[src/rtl/aai_pkg.sv]
package aai_pkg;
  localparam logic [7:0] OP_WR_EN   = 8'h06;
  localparam logic [7:0] OP_WR_DIS  = 8'h04;
  localparam logic [7:0] OP_STATUS  = 8'h05;
  localparam logic [7:0] OP_BYTE    = 8'h02;
  localparam logic [7:0] OP_PAIR    = 8'hAD;
  localparam int         ADDR_BYTES = 3;
  localparam int         ADDR_W     = 8 * ADDR_BYTES;

  typedef enum logic [2:0] {
    SQ_IDLE, SQ_NEXT, SQ_WREN, SQ_PROG, SQ_POLL, SQ_WRDI, SQ_FIN
  } seq_st_t;

  typedef enum logic [2:0] {
    FX_IDLE, FX_SEL, FX_WAIT, FX_DREQ
  } frm_st_t;
endpackage

[src/rtl/aai_split.sv]
module aai_split #(
  parameter int LEN_W = 16
) (
  input  logic             addr_lsb,
  input  logic [LEN_W-1:0] length,
  output logic             head,
  output logic [LEN_W-1:0] pairs,
  output logic             tail
);
  logic [LEN_W-1:0] rest;

  always_comb begin
    head  = addr_lsb && (length != '0);
    rest  = length - {{(LEN_W-1){1'b0}}, head};
    pairs = rest >> 1;
    tail  = rest[0];
  end
endmodule

[src/rtl/aai_busy_watch.sv]
module aai_busy_watch #(
  parameter int POLL_W = 16
) (
  input  logic              clk,
  input  logic              rst,
  input  logic              clr,
  input  logic              busy_seen,
  input  logic [POLL_W-1:0] limit,
  output logic              expire
);
  logic [POLL_W-1:0] cnt;

  assign expire = busy_seen && (cnt == limit - POLL_W'(1));

  always_ff @(posedge clk) begin
    if (rst || clr) cnt <= '0;
    else if (busy_seen) cnt <= cnt + POLL_W'(1);
  end
endmodule

[src/rtl/aai_frame_tx.sv]
module aai_frame_tx
  import aai_pkg::*;
(
  input  logic              clk,
  input  logic              rst,
  input  logic              f_start,
  input  logic [7:0]        f_op,
  input  logic [ADDR_W-1:0] f_addr,
  input  logic              f_use_addr,
  input  logic [1:0]        f_ndata,
  input  logic              f_read,
  output logic              f_done,
  output logic [7:0]        f_rx,
  output logic              spi_cs,
  output logic              spi_go,
  output logic [7:0]        spi_tx,
  input  logic              spi_done,
  input  logic [7:0]        spi_rx,
  output logic              data_req,
  input  logic              data_valid,
  input  logic [7:0]        data_byte
);
  localparam int AL_W = $clog2(ADDR_BYTES + 1);

  frm_st_t           st;
  logic [ADDR_W-1:0] addr_q;
  logic [AL_W-1:0]   a_left;
  logic [1:0]        d_left;
  logic              rd_pend, rd_act;
  logic              cs_r, go_r, req_r, done_r;
  logic [7:0]        tx_r, rx_q;

  assign spi_cs   = cs_r;
  assign spi_go   = go_r;
  assign spi_tx   = tx_r;
  assign data_req = req_r;
  assign f_done   = done_r;
  assign f_rx     = rx_q;

  always_ff @(posedge clk) begin
    if (rst) begin
      st      <= FX_IDLE;
      addr_q  <= '0;
      a_left  <= '0;
      d_left  <= '0;
      rd_pend <= 1'b0;
      rd_act  <= 1'b0;
      cs_r    <= 1'b0;
      go_r    <= 1'b0;
      req_r   <= 1'b0;
      done_r  <= 1'b0;
      tx_r    <= '0;
      rx_q    <= '0;
    end else begin
      go_r   <= 1'b0;
      done_r <= 1'b0;
      case (st)
        FX_IDLE: begin
          if (f_start) begin
            addr_q  <= f_addr;
            a_left  <= f_use_addr ? AL_W'(ADDR_BYTES) : '0;
            d_left  <= f_ndata;
            rd_pend <= f_read;
            cs_r    <= 1'b1;
            tx_r    <= f_op;
            go_r    <= 1'b1;
            st      <= FX_WAIT;
          end
        end
        FX_SEL: begin
          if (a_left != '0) begin
            tx_r   <= addr_q[ADDR_W-1 -: 8];
            addr_q <= addr_q << 8;
            a_left <= a_left - AL_W'(1);
            go_r   <= 1'b1;
            st     <= FX_WAIT;
          end else if (d_left != 2'd0) begin
            req_r <= 1'b1;
            st    <= FX_DREQ;
          end else if (rd_pend) begin
            rd_pend <= 1'b0;
            rd_act  <= 1'b1;
            tx_r    <= 8'h00;
            go_r    <= 1'b1;
            st      <= FX_WAIT;
          end else begin
            cs_r   <= 1'b0;
            done_r <= 1'b1;
            st     <= FX_IDLE;
          end
        end
        FX_WAIT: begin
          if (spi_done) begin
            if (rd_act) begin
              rx_q   <= spi_rx;
              rd_act <= 1'b0;
            end
            st <= FX_SEL;
          end
        end
        FX_DREQ: begin
          if (data_valid) begin
            req_r  <= 1'b0;
            tx_r   <= data_byte;
            go_r   <= 1'b1;
            d_left <= d_left - 2'd1;
            st     <= FX_WAIT;
          end
        end
        default: st <= FX_IDLE;
      endcase
    end
  end
endmodule

[src/rtl/aai_prog_seq.sv]
module aai_prog_seq
  import aai_pkg::*;
#(
  parameter int LEN_W  = 16,
  parameter int POLL_W = 16
) (
  input  logic              clk,
  input  logic              rst,
  input  logic              start,
  input  logic [23:0]       start_addr,
  input  logic [LEN_W-1:0]  length,
  input  logic [POLL_W-1:0] poll_limit,
  output logic              busy,
  output logic              done,
  output logic              err,
  output logic              data_req,
  input  logic              data_valid,
  input  logic [7:0]        data_byte,
  output logic              spi_cs,
  output logic              spi_go,
  output logic [7:0]        spi_tx,
  input  logic              spi_done,
  input  logic [7:0]        spi_rx
);
  seq_st_t           st;
  logic [ADDR_W-1:0] cur_addr;
  logic              head_q, tail_q, pair_mode, first_q, launched, err_r;
  logic [LEN_W-1:0]  pairs_q;

  logic              sp_head, sp_tail;
  logic [LEN_W-1:0]  sp_pairs;

  logic              f_start, f_done, f_use_addr, f_read;
  logic [7:0]        f_op, f_rx;
  logic [1:0]        f_ndata;
  logic              poll_end, rd_busy, expire;

  aai_split #(.LEN_W(LEN_W)) u_split (
    .addr_lsb (start_addr[0]),
    .length   (length),
    .head     (sp_head),
    .pairs    (sp_pairs),
    .tail     (sp_tail)
  );

  assign poll_end = (st == SQ_POLL) && f_done;
  assign rd_busy  = f_rx[0];

  aai_busy_watch #(.POLL_W(POLL_W)) u_watch (
    .clk       (clk),
    .rst       (rst),
    .clr       ((st == SQ_IDLE) || (poll_end && !rd_busy)),
    .busy_seen (poll_end && rd_busy),
    .limit     (poll_limit),
    .expire    (expire)
  );

  always_comb begin
    f_op       = OP_WR_EN;
    f_use_addr = 1'b0;
    f_ndata    = 2'd0;
    f_read     = 1'b0;
    case (st)
      SQ_PROG: begin
        f_op       = pair_mode ? OP_PAIR : OP_BYTE;
        f_use_addr = pair_mode ? first_q : 1'b1;
        f_ndata    = pair_mode ? 2'd2 : 2'd1;
      end
      SQ_POLL: begin
        f_op   = OP_STATUS;
        f_read = 1'b1;
      end
      SQ_WRDI: f_op = OP_WR_DIS;
      default: ;
    endcase
    f_start = !launched &&
              (st == SQ_WREN || st == SQ_PROG || st == SQ_POLL || st == SQ_WRDI);
  end

  aai_frame_tx u_frame (
    .clk        (clk),
    .rst        (rst),
    .f_start    (f_start),
    .f_op       (f_op),
    .f_addr     (cur_addr),
    .f_use_addr (f_use_addr),
    .f_ndata    (f_ndata),
    .f_read     (f_read),
    .f_done     (f_done),
    .f_rx       (f_rx),
    .spi_cs     (spi_cs),
    .spi_go     (spi_go),
    .spi_tx     (spi_tx),
    .spi_done   (spi_done),
    .spi_rx     (spi_rx),
    .data_req   (data_req),
    .data_valid (data_valid),
    .data_byte  (data_byte)
  );

  assign busy = (st != SQ_IDLE);
  assign done = (st == SQ_FIN);
  assign err  = err_r;

  always_ff @(posedge clk) begin
    if (rst) begin
      st        <= SQ_IDLE;
      cur_addr  <= '0;
      head_q    <= 1'b0;
      tail_q    <= 1'b0;
      pairs_q   <= '0;
      pair_mode <= 1'b0;
      first_q   <= 1'b0;
      launched  <= 1'b0;
      err_r     <= 1'b0;
    end else begin
      if (f_start) launched <= 1'b1;
      else if (f_done) launched <= 1'b0;
      case (st)
        SQ_IDLE: begin
          if (start) begin
            err_r    <= 1'b0;
            cur_addr <= start_addr;
            head_q   <= sp_head;
            pairs_q  <= sp_pairs;
            tail_q   <= sp_tail;
            st       <= (length == '0) ? SQ_FIN : SQ_NEXT;
          end
        end
        SQ_NEXT: begin
          if (head_q) begin
            pair_mode <= 1'b0;
            st        <= SQ_WREN;
          end else if (pairs_q != '0) begin
            pair_mode <= 1'b1;
            first_q   <= 1'b1;
            st        <= SQ_WREN;
          end else if (tail_q) begin
            pair_mode <= 1'b0;
            st        <= SQ_WREN;
          end else begin
            st <= SQ_FIN;
          end
        end
        SQ_WREN: if (f_done) st <= SQ_PROG;
        SQ_PROG: if (f_done) st <= SQ_POLL;
        SQ_POLL: begin
          if (f_done) begin
            if (rd_busy) begin
              if (expire) begin
                err_r <= 1'b1;
                st    <= SQ_FIN;
              end
            end else if (!pair_mode) begin
              if (head_q) head_q <= 1'b0;
              else tail_q <= 1'b0;
              cur_addr <= cur_addr + ADDR_W'(1);
              st       <= SQ_NEXT;
            end else begin
              pairs_q  <= pairs_q - LEN_W'(1);
              cur_addr <= cur_addr + ADDR_W'(2);
              first_q  <= 1'b0;
              st       <= (pairs_q == LEN_W'(1)) ? SQ_WRDI : SQ_PROG;
            end
          end
        end
        SQ_WRDI: if (f_done) st <= SQ_NEXT;
        SQ_FIN:  st <= SQ_IDLE;
        default: st <= SQ_IDLE;
      endcase
    end
  end
endmodule

[config.mk]
export PLATFORM = sky130hd
export DESIGN_NAME = aai_prog_seq
export DESIGN_NICKNAME = d
export VERILOG_FILES = /design/src/rtl/aai_pkg.sv /design/src/rtl/aai_split.sv /design/src/rtl/aai_busy_watch.sv /design/src/rtl/aai_frame_tx.sv /design/src/rtl/aai_prog_seq.sv
export SDC_FILE = /design/constraint.sdc
export NUM_CORES = 1
export LEC_CHECK = 0
export BUFFER_PORTS_ARGS = -buffer_cell sky130_fd_sc_hd__buf_2
export CAP_MARGIN = 20
export CORE_MARGIN = 2
export CORE_UTILIZATION = 40
export CTS_BUF_LIST = sky130_fd_sc_hd__clkbuf_16
export CTS_CLUSTER_SIZE = 30
export DETAILED_ROUTE_END_ITERATION = 8
export HOLD_SLACK_MARGIN = 0.02
export PLACE_DENSITY_LB_ADDON = 0.25
export SYNTH_ARGS = -nofsm -noshare
export SYNTH_HDL_FRONTEND = slang
export SYNTH_SLANG_ARGS = --single-unit
[constraint.sdc]
create_clock -name clk -period 3 [get_ports clk]
set_clock_uncertainty 0.1 [all_clocks]
set_input_delay 0.45 -clock clk [delete_from_list [all_inputs] [get_ports clk]]
set_output_delay 0.45 -clock clk [all_outputs]
set_load 0.1 [all_outputs]
==> results_dict.tcl <==
set metrics [dict create \
    status "completed" \
    ys.flop_type "dfxtp_1" \
    syn-cell-area_sq_um 6530 \
    drv_cap 0 \
    finalSetupViolCount 0 \
    synth_xor_area_frac 0.0604 \
    critPathMaxStageDelay_ns 0.33 \
    cts-htree-levels 3 \
    synth_compound_area_frac 0.251 \
    initial_utilization 0.410 \
    synth_top_area_frac 0.337 \
    worstPathCellList "buf_2 -> nor4_1 -> buf_4 -> nand4b_1 -> nand3b_1 -> and2_1 -> ha_1 -> or4b_4 -> nor4_2 -> and4bb_2 -> xnor2_1 -> o22ai_1 -> a22oi_1 -> nor2_1" \
    route.detailed.drc 0 \
    die-area_sq_um 17400 \
    synth_fa_ha_area_frac 0.0326 \
    grt.overflow.total 0 \
    antenna_left 0 \
    cts_buffers 9 \
    cts_tree "yes" \
    layout_setup_ws_ns 0.317 \
    synth.area.mux_share 0.0324 \
    dr.pass1.iters 6 \
    finalCritPeriodShare 0.894 \
    ys_types 72 \
    report.final.slew_viol_count 0 \
    p_leak_uw 0.00284 \
    die_w_um 132 \
    die_h_um 132 \
    synth_fp_nets 937 \
    yosys.area_share.simple 0.238 \
    vias_per_cell 5.59 \
    cts_buffer_depth 2 \
    routedWlPerCell_um 14.9 \
    post_cts_buffers 0 \
    antenna-diode-count 0 \
    synth_top_family_by_area "compound AO/OA/AOI/OAI gates" \
    cp.arrival_ns 2.82 \
    slew-limit-headroom 0.527 \
    synth.yosys.seq_area_share 0.337 \
    clkTransAtPathRegs_ns 0.07 \
    rows 46 \
    core_sq_um 15900 \
    holdWs_ns 0.256 \
    clock_latency_ns 0.35 \
    drive_gt1_frac 0.157 \
    hold_depth 3 \
    dp_hpwl_mm 12.0 \
    worstRegToRegCells 6 \
    wl_mm 16.8 \
    critPathMaxFanout 5 \
    cts.sinks 110 \
    end_kind "flop" \
    max_freq_mhz 373 \
    cpMaxStageDelayCell "nor4_1" \
    antenna_found_initial 0 \
    fin_util 0.471 \
    nFillCells 1657 \
    root_buffer "clkbuf_16" \
    fin_crit_ns 2.68 \
    ios 91 \
    yosys-top-cells-count "nor2_1 (117), dfxtp_1 (110), nand2_1 (61)" \
    grt_pass1_vias 5914 \
    cts_repair_resize_count 0 \
    ys_async_sr_fraction 0 \
    rsz0062_at_grt "false" \
    dp_slack_ns -0.0714 \
    syn-mean-instance-area_sq_um 7.75 \
    drt_iter0_markers 492 \
    critical_path_class "in2reg" \
    p_per_area_nw_per_um2 814 \
    vias 6306 \
    syn_to_final_growth_pct 15.0 \
    grt_pass1_wl_mm 28.8 \
    syn_inst 843 \
    worstMarginPinSlew_ns 0.709 \
    synthTopCellsByArea "dfxtp_1 (34%), nor2_1 (6.7%), a21oi_1 (4.5%)" \
    synth_area_leader_cell "dfxtp_1" \
    synth_edf_count 0 \
    portBuffers 83 \
    critical_path_required_ns 3.14 \
    synth.most_common_cell "nor2_1" \
    grt_usage 0.196 \
    worstSetupStartpointType "primary input" \
    gp_congestion 0.829 \
    synth.ff_latch_count 110 \
    finalHoldViolCount 0 \
    synth_warnings 0 \
    hold_class "in2reg" \
    hold_buffers 0 \
    nets 1002 \
    grt_start_max_net_pins 63 \
    irDropWorstVdd_mv 0.305 \
]
[cells by family after synthesis]
logic type / after synthesis
AO/OA/AOI/OAI: 252
XOR/XNOR: 45
adder cells (fa/ha/maj): 17
buffers and inverters: 82
flip-flops: 110
multiplexers: 21
AND/OR/NAND/NOR: 316
[final timing paths]
path / start / endpoint / slack, ns
setup / recovery: length[7] / pairs_q[12]$_SDFFE_PP0P_ / 0.32
hold / removal: spi_rx[0] / u_frame.f_rx[0]$_SDFFE_PP0P_ / 0.26
setup reg to reg: st[2]$_SDFFE_PP0P_ / u_frame.spi_tx[5]$_SDFFE_PP0P_ / 0.50
hold reg to reg: err$_SDFFE_PP0P_ / err$_SDFFE_PP0P_ / 0.36
[power breakdown]
group	leakage [uW]	switching, uW	internal [uW]	total (uW)
clock network	0.000151	550	727	1280
logic	0.00179	1850	918	2770
registers	0.000900	279	1780	2060
total	0.00284	2680	3430	6110
[per-layer routing]
| layer | vias up | track usage | wire (um) |
|---|---|---|---|
| li1 | 3203 | - | - |
| met1 | 2961 | 0.279 | 8530 |
| met2 | 129 | 0.307 | 7480 |
| met3 | 13 | 0.0254 | 542 |
| met4 | 0 | 0.0652 | 240 |
| met5 | - | 0 | 0 |
[cell usage in the layout, fill, tap and decap left out, types with 6 or more instances in the layout]
| cell | count |
|---|---|
| xor2_1 | 26 |
| buf_2 | 83 |
| nor2_1 | 117 |
| and3_1 | 14 |
| inv_1 | 29 |
| nand3_1 | 25 |
| o22ai_1 | 9 |
| a211oi_1 | 37 |
| nor3_1 | 25 |
| dfxtp_1 | 110 |
| nand4_1 | 16 |
| a22oi_1 | 25 |
| o21ai_0 | 57 |
| clkbuf_16 | 9 |
| and2_1 | 6 |
| a21oi_1 | 58 |
| nand2_1 | 61 |
| mux2i_1 | 20 |
| buf_4 | 24 |
| o31ai_1 | 6 |
| a31oi_1 | 9 |
| ha_1 | 17 |
| nor4_1 | 9 |
| xnor2_1 | 19 |
[worst max-delay path, delay by kind of cell]
kind                     cells  cell delay [ns]
AND/OR/NAND/NOR              8             1.36
buffers and inverters        2             0.29
AO/OA/AOI/OAI                2             0.33
XOR/XNOR                     1             0.17
adder cells (fa/ha/maj)      1             0.21
[metrics by stage]
stage / TNS [ns] / area (sq um) / instances / total power, uW
2_1_floorplan: 0 / 6530 / 843 / 4190
3_3_place_gp: -0.0457 / 7200 / 1113 / 4840
3_5_place_dp: -0.133 / 7200 / 1113 / 4860
4_1_cts: 0 / 7510 / 1128 / 6140
5_1_grt: 0 / 7510 / 1128 / 6580
6_report: 0 / 7510 / 1128 / 6110
[registers in the layout (all words and copies together), names as in the netlist, 2 cells and up]
register / cells
u_frame.addr_q: 24
u_frame.spi_tx: 8
st: 3
u_frame.st: 2
u_frame.d_left: 2
u_watch.cnt: 16
pairs_q: 16
cur_addr: 24
u_frame.a_left: 2
[cell type report]
cell class	count	area (sq um)	share of cell area
well taps	216	270	0.0360
inverters	29	109	0.0145
multi-input cells	651	4020	0.536
clock inverters	6	85.1	0.0113
repair buffers	107	596	0.0793
clock buffers	9	225	0.0300
flip-flops and latches	110	2200	0.293
(Power assumes the default switching activity.)
